`config.mk`:
```
export PLATFORM = sky130hd
export DESIGN_NAME = hostmbx_top
export DESIGN_NICKNAME = d
export VERILOG_FILES = /design/src/rtl/hostmbx_pkg.sv /design/src/rtl/hmb_h2c_path.sv /design/src/rtl/hmb_c2h_path.sv /design/src/rtl/hmb_cmd_unit.sv /design/src/rtl/hmb_irq_unit.sv /design/src/rtl/hostmbx_top.sv
export SDC_FILE = /design/constraint.sdc
export NUM_CORES = 1
export LEC_CHECK = 0
export BUFFER_PORTS_ARGS = -buffer_cell sky130_fd_sc_hd__clkbuf_2
export CAP_MARGIN = 30
export CELL_PAD_IN_SITES_DETAIL_PLACEMENT = 0
export CELL_PAD_IN_SITES_GLOBAL_PLACEMENT = 1
export CORE_MARGIN = 2
export CORE_UTILIZATION = 41
export CTS_CLUSTER_DIAMETER = 30
export CTS_CLUSTER_SIZE = 28
export DETAILED_ROUTE_END_ITERATION = 12
export PLACE_DENSITY = 0.95
export SKIP_LAST_GASP = 1
export SLEW_MARGIN = 15
export SYNTH_ARGS = -nofsm -noshare
export SYNTH_HDL_FRONTEND = slang
export SYNTH_SLANG_ARGS = --single-unit
```
`constraint.sdc`:
```
create_clock -name clk -period 6.6 [get_ports clk]
set_input_delay 1.98 -clock clk [delete_from_list [all_inputs] [get_ports clk]]
set_output_delay 1.98 -clock clk [all_outputs]
set_load 0.02 [all_outputs]
```
`src/rtl/hostmbx_pkg.sv`:
```
package hostmbx_pkg;

    typedef enum logic [1:0] {
        H2C_IDLE   = 2'd0,
        H2C_STAGED = 2'd1,
        H2C_CORE   = 2'd2,
        H2C_BOTH   = 2'd3
    } h2c_state_e;

    typedef enum logic {
        C2H_EMPTY = 1'b0,
        C2H_FULL  = 1'b1
    } c2h_state_e;

    typedef enum logic {
        CMD_IDLE = 1'b0,
        CMD_PEND = 1'b1
    } cmd_state_e;

    localparam logic [2:0] REG_IEN  = 3'd0;
    localparam logic [2:0] REG_STAT = 3'd1;
    localparam logic [2:0] REG_CMD  = 3'd2;
    localparam logic [2:0] REG_IVEC = 3'd3;
    localparam logic [2:0] REG_DATA = 3'd4;

    localparam int ST_RXF  = 0;
    localparam int ST_TXE  = 1;
    localparam int ST_IDLE = 2;
    localparam int ST_IRQ  = 3;
    localparam int ST_GF0  = 4;
    localparam int ST_GF1  = 5;
    localparam int ST_BUSY = 6;

    localparam int CMD_GO_BIT = 7;

endpackage

```
`src/rtl/hmb_h2c_path.sv`:
```
module hmb_h2c_path
    import hostmbx_pkg::*;
#(
    parameter int DW = 16
) (
    input  logic          clk,
    input  logic          rst_n,
    input  logic          wr_en,
    input  logic [DW-1:0] wdata,
    input  logic          core_take,
    output logic [DW-1:0] core_data,
    output logic          core_valid,
    output logic          tx_empty,
    output logic          path_idle
);

    h2c_state_e    state_q, state_d;
    logic [DW-1:0] hold_q;
    logic [DW-1:0] core_q;
    logic          wr_ok;
    logic          move;

    assign wr_ok = wr_en && tx_empty;
    assign move  = (state_q == H2C_STAGED) || (state_q == H2C_BOTH && core_take);

    always_ff @(posedge clk) begin
        if (!rst_n) state_q <= H2C_IDLE;
        else        state_q <= state_d;
    end

    always_comb begin
        state_d = state_q;
        unique case (state_q)
            H2C_IDLE:   if (wr_en) state_d = H2C_STAGED;
            H2C_STAGED: state_d = H2C_CORE;
            H2C_CORE: begin
                if (core_take && wr_en)  state_d = H2C_STAGED;
                else if (core_take)      state_d = H2C_IDLE;
                else if (wr_en)          state_d = H2C_BOTH;
            end
            H2C_BOTH:   if (core_take) state_d = H2C_CORE;
        endcase
    end

    always_ff @(posedge clk) begin
        if (!rst_n) begin
            hold_q <= '0;
            core_q <= '0;
        end else begin
            if (wr_ok) hold_q <= wdata;
            if (move)  core_q <= hold_q;
        end
    end

    always_comb begin
        core_data  = core_q;
        core_valid = 1'b0;
        tx_empty   = 1'b0;
        path_idle  = 1'b0;
        unique case (state_q)
            H2C_IDLE:   begin tx_empty = 1'b1; path_idle = 1'b1; end
            H2C_STAGED: ;
            H2C_CORE:   begin tx_empty = 1'b1; core_valid = 1'b1; end
            H2C_BOTH:   core_valid = 1'b1;
        endcase
    end


    write_reaches_core_chk: assert property (@(posedge clk) disable iff (!rst_n)
        (wr_en && path_idle) |=> ##1 (core_valid && core_data == $past(wdata, 2)));


    drop_when_full_chk: assert property (@(posedge clk) disable iff (!rst_n)
        (wr_en && !tx_empty) |=> $stable(hold_q));


    held_word_moves_chk: assert property (@(posedge clk) disable iff (!rst_n)
        (core_valid && !tx_empty && core_take) |=> (core_valid && tx_empty && core_data == $past(hold_q)));

endmodule

```
`src/rtl/hmb_c2h_path.sv`:
```
module hmb_c2h_path
    import hostmbx_pkg::*;
#(
    parameter int DW = 16
) (
    input  logic          clk,
    input  logic          rst_n,
    input  logic          push,
    input  logic [DW-1:0] push_data,
    input  logic          host_read,
    output logic [DW-1:0] host_data,
    output logic          full,
    output logic          ready
);

    c2h_state_e    state_q, state_d;
    logic [DW-1:0] data_q;

    always_ff @(posedge clk) begin
        if (!rst_n) state_q <= C2H_EMPTY;
        else        state_q <= state_d;
    end

    always_comb begin
        state_d = state_q;
        unique case (state_q)
            C2H_EMPTY: if (push)      state_d = C2H_FULL;
            C2H_FULL:  if (host_read) state_d = C2H_EMPTY;
        endcase
    end

    always_ff @(posedge clk) begin
        if (!rst_n)                          data_q <= '0;
        else if (push && state_q == C2H_EMPTY) data_q <= push_data;
    end

    always_comb begin
        host_data = data_q;
        unique case (state_q)
            C2H_EMPTY: begin full = 1'b0; ready = 1'b1; end
            C2H_FULL:  begin full = 1'b1; ready = 1'b0; end
        endcase
    end


    push_sets_full_chk: assert property (@(posedge clk) disable iff (!rst_n)
        (push && ready) |=> (full && host_data == $past(push_data)));


    push_ignored_chk: assert property (@(posedge clk) disable iff (!rst_n)
        (push && full) |=> $stable(host_data));


    read_clears_chk: assert property (@(posedge clk) disable iff (!rst_n)
        (host_read && full && !push) |=> !full);

endmodule

```
`src/rtl/hmb_cmd_unit.sv`:
```
module hmb_cmd_unit
    import hostmbx_pkg::*;
#(
    parameter int VW = 6
) (
    input  logic          clk,
    input  logic          rst_n,
    input  logic          cmd_wr,
    input  logic          go,
    input  logic [VW-1:0] vec_in,
    input  logic          take,
    output logic          busy,
    output logic [VW-1:0] vec
);

    cmd_state_e    state_q, state_d;
    logic [VW-1:0] vec_q;

    always_ff @(posedge clk) begin
        if (!rst_n) state_q <= CMD_IDLE;
        else        state_q <= state_d;
    end

    always_comb begin
        state_d = state_q;
        unique case (state_q)
            CMD_IDLE: if (cmd_wr && go) state_d = CMD_PEND;
            CMD_PEND: if (take)         state_d = CMD_IDLE;
        endcase
    end

    always_ff @(posedge clk) begin
        if (!rst_n)                             vec_q <= '0;
        else if (cmd_wr && state_q == CMD_IDLE) vec_q <= vec_in;
    end

    always_comb begin
        vec = vec_q;
        unique case (state_q)
            CMD_IDLE: busy = 1'b0;
            CMD_PEND: busy = 1'b1;
        endcase
    end


    vec_locked_chk: assert property (@(posedge clk) disable iff (!rst_n)
        (cmd_wr && busy) |=> $stable(vec));


    zero_no_clear_chk: assert property (@(posedge clk) disable iff (!rst_n)
        (busy && !take) |=> busy);


    take_clears_chk: assert property (@(posedge clk) disable iff (!rst_n)
        (busy && take) |=> !busy);

endmodule

```
`src/rtl/hmb_irq_unit.sv`:
```
module hmb_irq_unit #(
    parameter int IVW = 8
) (
    input  logic           clk,
    input  logic           rst_n,
    input  logic           ien_wr,
    input  logic [1:0]     ien_in,
    input  logic           ivec_wr,
    input  logic [IVW-1:0] ivec_in,
    input  logic           rx_full,
    input  logic           tx_empty,
    output logic [1:0]     ien,
    output logic [IVW-1:0] ivec,
    output logic           irq_act
);

    logic [1:0]     ien_q;
    logic [IVW-1:0] ivec_q;

    always_ff @(posedge clk) begin
        if (!rst_n) begin
            ien_q  <= '0;
            ivec_q <= '0;
        end else begin
            if (ien_wr)  ien_q  <= ien_in;
            if (ivec_wr) ivec_q <= ivec_in;
        end
    end

    always_comb begin
        ien     = ien_q;
        ivec    = ivec_q;
        irq_act = (rx_full && ien_q[0]) || (tx_empty && ien_q[1]);
    end


    no_irq_disabled_chk: assert property (@(posedge clk) disable iff (!rst_n)
        (ien == 2'b00) |-> !irq_act);

endmodule

```
`src/rtl/hostmbx_top.sv`:
```
module hostmbx_top
    import hostmbx_pkg::*;
#(
    parameter int DW  = 16,
    parameter int VW  = 6,
    parameter int IVW = 8
) (
    input  logic          clk,
    input  logic          rst_n,
    input  logic [2:0]    h_addr,
    input  logic          h_rd,
    input  logic          h_wr,
    input  logic          h_ack,
    input  logic [DW-1:0] h_wdata,
    output logic [DW-1:0] h_rdata,
    output logic          h_irq_n,
    output logic [DW-1:0] c_rx_data,
    output logic          c_rx_valid,
    input  logic          c_rx_take,
    input  logic [DW-1:0] c_tx_data,
    input  logic          c_tx_push,
    output logic          c_tx_ready,
    input  logic [1:0]    c_gflag_in,
    input  logic          c_gflag_wr,
    output logic          c_cmd_pend,
    output logic [VW-1:0] c_cmd_vec,
    input  logic          c_cmd_take
);

    logic           tx_empty, path_idle, rx_full, irq_act, vec_fetch;
    logic [DW-1:0]  rx_word;
    logic [1:0]     ien;
    logic [IVW-1:0] ivec;
    logic [1:0]     gflag_q;
    logic [DW-1:0]  status;

    assign vec_fetch = h_rd && h_ack && irq_act;

    hmb_h2c_path #(.DW(DW)) h2c_i (
        .clk(clk), .rst_n(rst_n),
        .wr_en(h_wr && h_addr == REG_DATA), .wdata(h_wdata),
        .core_take(c_rx_take), .core_data(c_rx_data), .core_valid(c_rx_valid),
        .tx_empty(tx_empty), .path_idle(path_idle)
    );

    hmb_c2h_path #(.DW(DW)) c2h_i (
        .clk(clk), .rst_n(rst_n),
        .push(c_tx_push), .push_data(c_tx_data),
        .host_read(h_rd && h_addr == REG_DATA && !vec_fetch),
        .host_data(rx_word), .full(rx_full), .ready(c_tx_ready)
    );

    hmb_cmd_unit #(.VW(VW)) cmd_i (
        .clk(clk), .rst_n(rst_n),
        .cmd_wr(h_wr && h_addr == REG_CMD), .go(h_wdata[CMD_GO_BIT]),
        .vec_in(h_wdata[VW-1:0]), .take(c_cmd_take),
        .busy(c_cmd_pend), .vec(c_cmd_vec)
    );

    hmb_irq_unit #(.IVW(IVW)) irq_i (
        .clk(clk), .rst_n(rst_n),
        .ien_wr(h_wr && h_addr == REG_IEN), .ien_in(h_wdata[1:0]),
        .ivec_wr(h_wr && h_addr == REG_IVEC), .ivec_in(h_wdata[IVW-1:0]),
        .rx_full(rx_full), .tx_empty(tx_empty),
        .ien(ien), .ivec(ivec), .irq_act(irq_act)
    );

    always_ff @(posedge clk) begin
        if (!rst_n)          gflag_q <= 2'b00;
        else if (c_gflag_wr) gflag_q <= c_gflag_in;
    end

    always_comb begin
        status          = '0;
        status[ST_RXF]  = rx_full;
        status[ST_TXE]  = tx_empty;
        status[ST_IDLE] = path_idle;
        status[ST_IRQ]  = irq_act;
        status[ST_GF0]  = gflag_q[0];
        status[ST_GF1]  = gflag_q[1];
        status[ST_BUSY] = c_cmd_pend;
    end

    always_comb begin
        h_rdata = '0;
        if (vec_fetch) begin
            h_rdata[IVW-1:0] = ivec;
        end else if (h_rd) begin
            case (h_addr)
                REG_IEN:  h_rdata[1:0] = ien;
                REG_STAT: h_rdata = status;
                REG_CMD: begin
                    h_rdata[CMD_GO_BIT] = c_cmd_pend;
                    h_rdata[VW-1:0]     = c_cmd_vec;
                end
                REG_IVEC: h_rdata[IVW-1:0] = ivec;
                REG_DATA: h_rdata = rx_word;
                default:  h_rdata = '0;
            endcase
        end
    end

    assign h_irq_n = ~irq_act;


    vec_fetch_keeps_rx_chk: assert property (@(posedge clk) disable iff (!rst_n)
        (vec_fetch && rx_full) |=> rx_full);


    gflag_pair_chk: assert property (@(posedge clk) disable iff (!rst_n)
        c_gflag_wr |=> (status[ST_GF1:ST_GF0] == $past(c_gflag_in)));


    idle_means_empty_chk: assert property (@(posedge clk) disable iff (!rst_n)
        status[ST_IDLE] |-> (status[ST_TXE] && !c_rx_valid));

endmodule

```
**Yosys cells after proc, flatten, opt, wreduce, memory -nomap -nowiden**

Index checks and enable logic that the tools add are counted.

- Equal/unequal tests: 10
- Multiplexer cells: 26
- Bitwise logic cells: 3
- Reduce and logical (&&, ||, !) cells: 24

Operator list:

| operator | number |
|---|---|
| $mux 8 | 3 |
| $logic_and 1x1->1 | 16 |
| $mux 16 | 1 |
| $pmux 4 s4 | 1 |
| $mux 2 | 5 |
| $pmux 1 s2 | 5 |
| $pmux 2 s5 | 1 |
| $pmux 2 s4 | 1 |
| $mux 1 | 7 |
| $eq 3x2->1 const B | 2 |
| $pmux 1 s3 | 2 |
| $eq 2x2->1 const B | 2 |
| $ne 4x2->1 const B | 1 |
| $reduce_or 2->1 | 2 |
| $eq 3x1->1 const B | 1 |
| $eq 3x3->1 const B | 1 |
| $logic_not 3->1 | 1 |
| $not 1->1 | 3 |
| $reduce_and 3->1 | 1 |
| $eq 2x1->1 const B | 1 |
| $logic_not 2->1 | 1 |
| $logic_or 1x1->1 | 2 |
| $ne 2x1->1 const B | 1 |
| $ne 2x2->1 const B | 1 |
| $logic_not 1->1 | 1 |

- Bits in registers: 70
- Word-level logic and storage cells: 73

**Logic depth before layout (Yosys ltp)**

- Depth in word-level cells: 10
- Gate-level depth with buffers: 7
- Gate-level depth less buffers: 4

**By module**

Synthesis repeated with hierarchy kept, for this count alone.

- Cell total of the unflattened synthesis: 366
- Area total of the unflattened synthesis: 3350.7 um^2

By module, submodules not included:

| module | instances | cells an instance | area an instance (um^2) | seq. area each (um^2) |
|---|---|---|---|---|
| hmb_h2c_path | 1 | 151 | 1392.6 | 680.7 |
| hmb_c2h_path | 1 | 75 | 695.7 | 340.3 |
| hostmbx_top | 1 | 77 | 580.6 | 40.0 |
| hmb_irq_unit | 1 | 32 | 382.9 | 200.2 |
| hmb_cmd_unit | 1 | 31 | 299.0 | 140.1 |

**Worst setup path after synthesis**

OpenSTA, ideal clock, no wires.

- Path type: in2out
- From: input h_addr[0]
- To: output h_rdata[3]
- Arrival time: 3.171 ns
- Data required time: 4.620 ns
- Path slack: 1.449 ns
- Stages on the path: 5
- Cell sequence: buf_2 -> nor2_2 -> xnor2_1 -> nand3_1 -> o31ai_1

- Longest elaborated chain between the ends: 4

RTL lines:

| item | RTL line | text |
|---|---|---|
| start, declared | hostmbx_top.sv:10 | `input logic [2:0] h_addr,` |
| $eq 3x3->1 (tied with other cells) | hostmbx_top.sv:89 | `case (h_addr)` |
| $pmux 4 s4 (*) | hostmbx_top.sv:89 |  |
| $mux 16 (*) | hostmbx_top.sv:88 | `end else if (h_rd) begin` |
| $mux 8 (*) | hostmbx_top.sv:86 | `if (vec_fetch) begin` |
| end, declared | hostmbx_top.sv:15 | `output logic [DW-1:0] h_rdata,` |

Every way passes the cells marked *; elsewhere a longest branch is shown, timed or not.

**Worst setup path after layout**

- From: input h_addr[0]
- To: output h_rdata[9]

- Longest elaborated chain between the ends: 4

RTL lines:

| item | RTL line |
|---|---|
| $eq 3x3->1 | hostmbx_top.sv:89 |
| $mux 8 | hostmbx_top.sv:89 |
| $mux 16 | hostmbx_top.sv:88 |
| $mux 8 | hostmbx_top.sv:86 |

No other way between the ends.

==> flow_summary_export.csv <==
group,metric,value,unit
cells_and_area,final_common_cell,"nand2_1",
logic_synthesis,netlist_top_cells_area,"dfxtp_1 (44%), nand2_1 (14%), a21boi_0 (8.8%), mux2i_1 (5.4%), a21boi_1 (4.8%)",
placement,place.gp.congestion,0.840,
hold_path,min-delay-path-class,"flop to flop",
logic_synthesis,syn_area_per_cell,8.50,µm²
cts,cts_root_buf,"clkbuf_8",
cts,post-cts-setup-buffers,0,
cells_and_area,drive_above_1_share,24.7,%
cts,cts_buffer_depth,2,
power,power.internal,0.000680,W
power,peakVddDrop,0.142,mV
logic_synthesis,syn_inst,371,
worst_setup_path,reg2reg_slack,5.05,ns
power,p_seq_share,49.3,%
route,antenna_left,0,
outcome,status,"completed",
worst_setup_path,crit_top_cell,"clkbuf_2",
cells_and_area,ff_latch_area,1400,µm²
power,p_total,0.000893,W
global_routing,grt_max_degree,44,
worst_setup_path,critPathMaxFanout,18,
global_routing,grt_pass1_vias,2754,
cts,h-tree-depth,3,
floorplanning,die_h,91.7,µm
floorplanning,dieArea,8400,µm²
route,route.vias.total,2793,
placement,portBuffers,87,
placement,dp_hpwl,5500,µm
worst_setup_path,rr_worst_depth,4,
global_routing,grt_use_total,19.2,%
cts,clk_latency,0.34,ns
logic_synthesis,ys_seq_elements,70,
placement,dpl.cell_count,537,
cts,numCtsBuffers,9,
worst_setup_path,r2r_end,"c2h_i.state_q",
cells_and_area,diodes,0,
route,drt_iter0_drc,182,
global_routing,gr-total-overflow,0,
route,wl_per_cell,13.8,µm
power,combPwrFrac,8.8,%
logic_synthesis,synth_area_leader_cell,"dfxtp_1",
timing,report.final.slew_viol_count,0,
power,p_clk_share,41.9,%
cells_and_area,final_util,52.4,%
logic_synthesis,postSynthNetCount,417,
floorplanning,fp.coreArea,7330,µm²
worst_setup_path,slowest_delay,0.48,ns
cts,cts_tree,"done",
worst_setup_path,critical_path_arrival,3.55,ns
floorplanning,initial_core_util,43.0,%
timing,fin_tns_setup,0,ns
timing,hold_violations,0,
power,p_switching,0.000213,W
timing,period_minus_slack,5.53,ns
timing,setup_viol_count_final,0,
cts,ctsResizeCount,0,
cts,cts.sinks,70,
cts,ctsHoldBuffers,0,
logic_synthesis,yosysSeqAreaShare,44.5,%
timing,rsz0062_at_grt,"no",
timing,worstMarginPinSlew,0.647,ns
cells_and_area,area_growth,21.9,%
timing,slew-limit-headroom,56.9,%
power,p_sw_share,23.9,%
flow_run,max_cap_violations,0,
floorplanning,die_x,91.7,µm
logic_synthesis,synth_top_area_share,44.5,%
route,first_pass_iters,4,
timing,post-route-period-util,83.8,%
worst_setup_path,critical_path_class,"input port to output pin",
floorplanning,ios,88,
route,drc,0,
worst_setup_path,cp.required,4.62,ns
floorplanning,core.rowCount,31,
cells_and_area,nNetsFinal,495,
logic_synthesis,ys_warn_count,0,
hold_path,min-delay-start,"h2c_i.hold_q[11]",
worst_setup_path,worst_setup_path_end_kind,"output pin",
cells_and_area,n_fill_cell,758,
logic_synthesis,synth.distinct_cells,42,
worst_setup_path,crit_slowest_cell,"nor4b_4",
placement,pre_cts_slack,1.06,ns
hold_path,min_path_cells,2,
hold_path,min_to,"h2c_i.hold_q[11]",
logic_synthesis,syn_area,3150,µm²
timing,setup_ws,1.07,ns
timing,skew,0.00587,ns
timing,max_freq,181,MHz
global_routing,grt_pass1_wl,13000,µm
cts,clk_pin_slew,0.07,ns
worst_setup_path,path_cells,"clkbuf_2 > and2b_1 > nor4b_4 > and2_1 > clkbuf_2",
route,wl,7640,µm
power,p_leak,1.59,nW
cells_and_area,layout_common_cells,"nand2_1 (117), clkbuf_2 (87), dfxtp_1 (70)",
cells_and_area,multi_input_area,1610,µm²
global_routing,antenna_found_initial,0,
power,p_per_area,232,nW/µm²
route,routed_via_density,5.05,
cells_and_area,instances_no_fill,553,
worst_setup_path,r2r-start,"h2c_i.state_q[0]",
worst_setup_path,critPathLaunchType,"input port",
per-stage QoR:
step                      cell area [µm²]  hold WS [ns]
final                                3840         0.454
after global routing                 3840         0.485
after CTS                            3840         0.455
after detailed placement             3630         0.445
after global placement               3590         0.437
after floorplan                      3150         0.430
state kept, by name (all words and copies together), names as in the netlist:
name and flops:
c2h_i.host_data 16, h2c_i.core_data 16, h2c_i.hold_q 16, irq_i.ivec 8, cmd_i.vec 6, gflag_q 2
h2c_i.state_q 2, irq_i.ien 2, c2h_i.state_q 1, cmd_i.state_q 1
cells in the mapped netlist, drive strengths merged:
master     n
nor2       7
or3        1
a211oi     1
o31ai      3
and3       2
o2bb2ai    3
a221oi     1
a22oi      4
o22a       3
o22ai      1
nor3b      1
and4b      1
buf       12
nand4b     1
nand2b     5
and2b      3
nor3       2
inv        5
nor2b     13
nor4b      2
dfxtp     70
and2      10
nand2    117
a21boi    58
clkbuf    11
a21oi      4
o21a       2
a21bo      1
mux2i     17
a311oi     1
nand3      4
and3b      1
xnor2      1
o21ai      3
how the worst max path moves through the flow:
stage	depth (start not counted)	endpoint	from
finish	5	h_rdata[9]	h_addr[0]
global route	5	h_rdata[8]	h_addr[0]
CTS	5	h_rdata[8]	h_addr[0]
detailed placement	5	h_rdata[8]	h_addr[0]
global placement	5	h_rdata[9]	h_addr[0]
floorplan	5	h_rdata[3]	h_addr[0]
critical path, delay by kind of cell:
family	cells	cell delay, ns
and+or+nand+nor	3	1.11
buffers and inverters	2	0.45
kinds of logic (layout without fill, tap and decap cells):
group,after synthesis,after routing,synth area share (%)
compound gates,85,85,20.2
xor+xnor,1,1,0.278
buf+inv,28,111,4.33
flops,70,70,44.5
mux,17,17,5.40
simple gates,170,170,25.4
power groups by stage:
stage	clock network, W	registers [W]	logic [W]
2_1_floorplan	0	0.000449	0.0000486
3_3_place_gp	0	0.000450	0.0000749
3_5_place_dp	0	0.000450	0.0000782
4_1_cts	0.000380	0.000440	0.0000784
5_1_grt	0.000402	0.000442	0.0000874
6_report	0.000374	0.000440	0.0000782
final cells by class:
type	count	area share [%]
Clock buffer	10	3.32
Multi-Input combinational cell	273	42.0
Sequential cell	70	36.5
Clock inverter	6	2.25
Tap cell	99	3.22
Timing Repair Buffer	90	12.2
Inverter	5	0.488
metal layers:
metal | GRT usage [%] | wire length (µm) | share of wire (%)
met5 | 0 | 0 | 0
met4 | 6.19 | 57 | 0.75
met3 | 4.93 | 482 | 6.3
met2 | 30.9 | 3560 | 47
met1 | 25.1 | 3530 | 46
Note: power is estimated with default switching activity, not from simulation.
